--- config.mk ---
export PLATFORM = sky130hd
export DESIGN_NAME = mesi_line_ctrl
export DESIGN_NICKNAME = d
export VERILOG_FILES = /design/src/rtl/mesi_line_ctrl.sv
export SDC_FILE = /design/constraint.sdc
export NUM_CORES = 1
export LEC_CHECK = 0
export ABC_CLOCK_PERIOD_IN_PS = 1800
export CORE_AREA = 2 2 39 41
export CTS_BUF_LIST = sky130_fd_sc_hd__clkbuf_16
export DETAILED_ROUTE_END_ITERATION = 10
export DIE_AREA = 0 0 41 43
export PLACE_DENSITY = 0.69
export SLEW_MARGIN = 20
export SYNTH_ARGS = -nofsm -noshare
export SYNTH_HDL_FRONTEND = slang
export SYNTH_SLANG_ARGS = --single-unit
--- constraint.sdc ---
create_clock -name clk -period 1.8 [get_ports clk]
set_input_delay 0.36 -clock clk [delete_from_list [all_inputs] [get_ports clk]]
set_output_delay 0.36 -clock clk [all_outputs]
set_load 0.005 [all_outputs]
--- src/rtl/mesi_line_ctrl.sv ---
module mesi_line_ctrl (
  input  logic       clk,
  input  logic       rst_n,
  input  logic       ld_req,
  input  logic       st_req,
  input  logic       evict_req,
  input  logic       rmw_lock,
  input  logic       snoop_rd,
  input  logic       snoop_wr,
  input  logic       fill_valid,
  input  logic       fill_excl,
  output logic [2:0] line_state,
  output logic [2:0] bus_op,
  output logic       supply_data,
  output logic       rd_ok,
  output logic       wr_ok
);
  typedef enum logic [2:0] {
    ST_I = 3'd0, ST_S = 3'd1, ST_E = 3'd2, ST_M = 3'd3, ST_WRD = 3'd4, ST_WWR = 3'd5
  } st_t;

  localparam logic [2:0] OP_NONE = 3'd0;
  localparam logic [2:0] OP_RDS  = 3'd1;
  localparam logic [2:0] OP_RFO  = 3'd2;
  localparam logic [2:0] OP_UPG  = 3'd3;
  localparam logic [2:0] OP_CLR  = 3'd4;
  localparam logic [2:0] OP_WB   = 3'd5;

  st_t  st, st_nx;
  logic pend_rd, pend_wr, pend_rd_nx, pend_wr_nx;
  logic [2:0] op;
  logic sup;

  wire waiting = (st == ST_WRD) || (st == ST_WWR);
  wire locked  = (st == ST_M) && rmw_lock;
  wire defer   = waiting || locked;
  wire eff_wr  = !defer && (snoop_wr || pend_wr);
  wire eff_rd  = !defer && (snoop_rd || pend_rd) && !eff_wr;

  always_comb begin
    st_nx      = st;
    op         = OP_NONE;
    sup        = 1'b0;
    pend_rd_nx = pend_rd;
    pend_wr_nx = pend_wr;
    if (defer) begin
      pend_rd_nx = pend_rd || snoop_rd;
      pend_wr_nx = pend_wr || snoop_wr;
      if (st == ST_WRD && fill_valid) st_nx = fill_excl ? ST_E : ST_S;
      else if (st == ST_WWR && fill_valid) st_nx = ST_M;
    end else begin
      pend_rd_nx = 1'b0;
      pend_wr_nx = 1'b0;
      if (eff_wr || eff_rd) begin
        case (st)
          ST_M: begin sup = 1'b1;   st_nx = eff_wr ? ST_I : ST_S; end
          ST_E: begin sup = eff_rd; st_nx = eff_wr ? ST_I : ST_S; end
          ST_S: if (eff_wr) st_nx = ST_I;
          default: ;
        endcase
      end else begin
        case (st)
          ST_I:
            if (st_req)      begin op = OP_RFO; st_nx = ST_WWR; end
            else if (ld_req) begin op = OP_RDS; st_nx = ST_WRD; end
          ST_S:
            if (st_req)         begin op = OP_UPG; st_nx = ST_M; end
            else if (!ld_req && evict_req) st_nx = ST_I;
          ST_E:
            if (st_req)         st_nx = ST_M;
            else if (!ld_req && evict_req) begin op = OP_CLR; st_nx = ST_I; end
          ST_M:
            if (!st_req && !ld_req && evict_req) begin op = OP_WB; st_nx = ST_I; end
          default: ;
        endcase
      end
    end
  end

  always_ff @(posedge clk) begin
    if (!rst_n) begin
      st      <= ST_I;
      pend_rd <= 1'b0;
      pend_wr <= 1'b0;
    end else begin
      st      <= st_nx;
      pend_rd <= pend_rd_nx;
      pend_wr <= pend_wr_nx;
    end
  end

  assign line_state  = st;
  assign bus_op      = op;
  assign supply_data = sup;
  assign rd_ok       = (st == ST_S) || (st == ST_E) || (st == ST_M);
  assign wr_ok       = (st == ST_M);

  p_load_miss_waits_r3: assert property (@(posedge clk) disable iff (!rst_n)
    (bus_op == OP_RDS) |=> (line_state == 3'd4));
  p_excl_fill_r3: assert property (@(posedge clk) disable iff (!rst_n)
    (line_state == 3'd4 && fill_valid && fill_excl) |=> (line_state == 3'd2));
  p_store_miss_r4: assert property (@(posedge clk) disable iff (!rst_n)
    (bus_op == OP_RFO) |=> (line_state == 3'd5));
  p_upgrade_r5: assert property (@(posedge clk) disable iff (!rst_n)
    (bus_op == OP_UPG) |=> (line_state == 3'd3 && wr_ok));
  p_release_r6: assert property (@(posedge clk) disable iff (!rst_n)
    (bus_op == OP_WB || bus_op == OP_CLR) |=> (line_state == 3'd0 && !rd_ok));
  p_supply_from_owner_r7: assert property (@(posedge clk) disable iff (!rst_n)
    supply_data |-> (line_state == 3'd3 || line_state == 3'd2));
  p_lock_holds_r10: assert property (@(posedge clk) disable iff (!rst_n)
    (line_state == 3'd3 && rmw_lock) |-> (!supply_data && bus_op == OP_NONE));
  p_lock_stays_m_r10: assert property (@(posedge clk) disable iff (!rst_n)
    (line_state == 3'd3 && rmw_lock) |=> (line_state == 3'd3));
  p_wait_silent_r11: assert property (@(posedge clk) disable iff (!rst_n)
    (line_state == 3'd4 || line_state == 3'd5) |-> (bus_op == OP_NONE && !supply_data));
endmodule

==> reports/metrics.yaml <==
outcome:
  outcome: "finished, violations left"
  violations: "negative setup slack"
detailed_routing:
  vias: 674
  routed_via_density: 5.39
  detail-route-antenna-nets: 0
  first_pass_iters: 4
  dr.first_iter.drc_count: 7
  drc: 0
  wl_per_cell_microns: 13.0
  drt-total-wl_microns: 1620
die:
  coreArea_sq_um: 1380
  num_rows: 14
  die_x_microns: 41
  die_h_microns: 43
  io_pins: 19
  die_area_sq_um: 1760
  start_util: 0.343
critical_path:
  reg2reg_depth: 7
  critical_path_class: "flop to output pin"
  start_kind: "flop"
  cp.required_ns: 1.44
  setup.worst_path.end_class: "output pin"
  cp.arrival_ns: 1.49
  path_max_fanout: 4
logic_synthesis:
  synth_area_leaders: "dfxtp_1 (21%), nor2_1 (7.1%), nand2_1 (5.5%)"
  yosys.area.top_type: "dfxtp_1"
  async_flop_share: 0
  yosys.area_share.simple: 0.480
  syn_nets: 77
  synth_top_cell_area_share: 0.211
  synth_top_family_by_area: "simple AND/OR/NAND/NOR gates"
  synth_seq_cells: 5
  synth_edf_count: 0
  synthMuxAreaShare: 0
  synthXorXnorAreaFrac: 0.0185
  syn_area_sq_um: 474
  synth.most_common_cell: "nor2_1"
  synth_flop_cell: "dfxtp_1"
  yosysUniqueCellTypes: 33
  synth-compound-area-share: 0.237
  ys_seq_area_frac: 0.211
  yosysWarningCount: 0
  ys_top_cells_by_count: "nor2_1 (9), nand2_1 (7), dfxtp_1 (5)"
  synth_adder_area_share: 0
  syn_avg_cell_area_sq_um: 7.08
  syn_inst: 67
hold_path:
  min_delay_path_depth: 3
  hold_class: "flop to flop"
cts:
  cts_max_level: 1
  cts.clk_slew.worst_paths_ns: 0.03
  cts.root.buffer_cell: "clkbuf_16"
  cts_tree: "built"
  hold_buffers: 0
  cts.sinks: 5
  cts_made_buffers: 3
  clock_path_buffers: 2
  clk_latency_ns: 0.23
power_and_ir_drop:
  powerDensity_nw_per_um2: 1230
  power.leakage_uw: 0.000437
  ir_worst_vdd_mv: 0.865
timing:
  period_minus_slack_ns: 1.85
  hold_viol: 0
  fmax_mhz: 539
  setup_viol: 1
  worst_slack_ns: -0.0541
  slew_viol_final: 0
  slew_headroom: 0.763
  tns_ns: -0.0541
  fin_crit_sh: 1.03
  whs_ns: 0.635
  rsz0062_at_grt: "true"
  tightest_slew_ns: 0.353
  fin_skew_ns: 0.000801
layout:
  final_util: 0.679
  diodes: 0
  drive_above_1_share: 0.422
  final_nets: 120
  n_fill_cell: 126
  areaGrowthSynthToFinish_pct: 98.2
  postLayoutCellArea_sq_um: 940
global_route:
  grt_pass1_vias: 649
  track_usage: 0.214
  grt_max_degree: 15
  grt_pass1_wl_microns: 2560
  overflow: 0
  antenna_found_initial: 0
placement:
  pre_cts_slack_ns: -0.724
  dpl_cell_area_sq_um: 803
  port_buffers: 18
  gp_congestion: 0.779
  dp_hpwl_microns: 1160
run:
  cap_violations: 0
## per-stage QoR
stage          instances  total power (uW)
2_1_floorplan         67               457
3_3_place_gp         117               717
3_5_place_dp         117               725
4_1_cts              123              1110
5_1_grt              125              1240
6_report             125              1160
## worst max-delay path: stages, from the launching register on
cell and delay (ns):
dfxtp_4 0.35, and3_4 0.15, a21o_1 0.19, or3_4 0.38, nor2_2 0.09, buf_2 0.12
## path summary, 6_finish.rpt
check                               endpoint                        from  slack (ns)
hold reg to reg           pend_rd$_SDFF_PN0_          pend_rd$_SDFF_PN0_        0.63
setup / recovery                   bus_op[0]  line_state[1]$_SDFFE_PN0P_       -0.05
setup reg to reg  line_state[0]$_SDFFE_PN0P_          pend_rd$_SDFF_PN0_        0.16
hold / removal            pend_rd$_SDFF_PN0_          pend_rd$_SDFF_PN0_        0.63
## layout by cell type, fill, tap and decap left out, types with 2 or more instances in the layout
cell type / count
clkbuf_16: 3
a21oi_1: 2
o21ai_1: 2
a21o_1: 2
nor2_2: 3
dlygate4sd2_1: 6
and3_1: 2
clkdlybuf4s50_1: 8
nor2_1: 6
inv_1: 4
dfxtp_1: 3
buf_2: 4
nand2_1: 7
buf_4: 21
nand4_1: 2
o21ai_0: 3
nor3_2: 2
nand3b_1: 2
a211oi_1: 2
buf_6: 2
## cell type report
cell class,count,area (sq um),share of cell area
timing repair buffer,41,333,0.354
clock inverter,1,3.75,0.00399
sequential,5,105,0.112
clock buffer,3,75.1,0.0799
inverter,3,11.3,0.0120
tap,16,20.0,0.0213
multi-input combinational,56,392,0.417
## registers in the layout, indices dropped and copies added, names as in the netlist
name        cells
line_state      3
pend_wr         1
pend_rd         1
## report_power, final
part           internal, uW  total, uW  switching (uW)  leakage [uW]
clock                   287        356            69.1     0.0000423
sequential              143        168            24.7     0.0000419
combinational           340        633             293      0.000353
## cells by family after synthesis
family,after synthesis
AOI/OAI and AO/OA,17
xor gates and xnor gates,1
buffers and inverters,6
DFF,5
and+or+nand+nor,38
## timing repair
item	in CTS	in global routing
pin swaps	8	4
setup endpoints to repair	8	4
resized for setup	33	5
buffers inserted	2	2
## layer usage
metal,wire (microns),up-vias,global-route usage
li1,-,328,-
met1,720,327,0.247
met2,805,17,0.341
met3,88,2,0.105
met4,6,0,0.0467
met5,0,-,0
No activity file was read; power rests on OpenSTA's default activity.
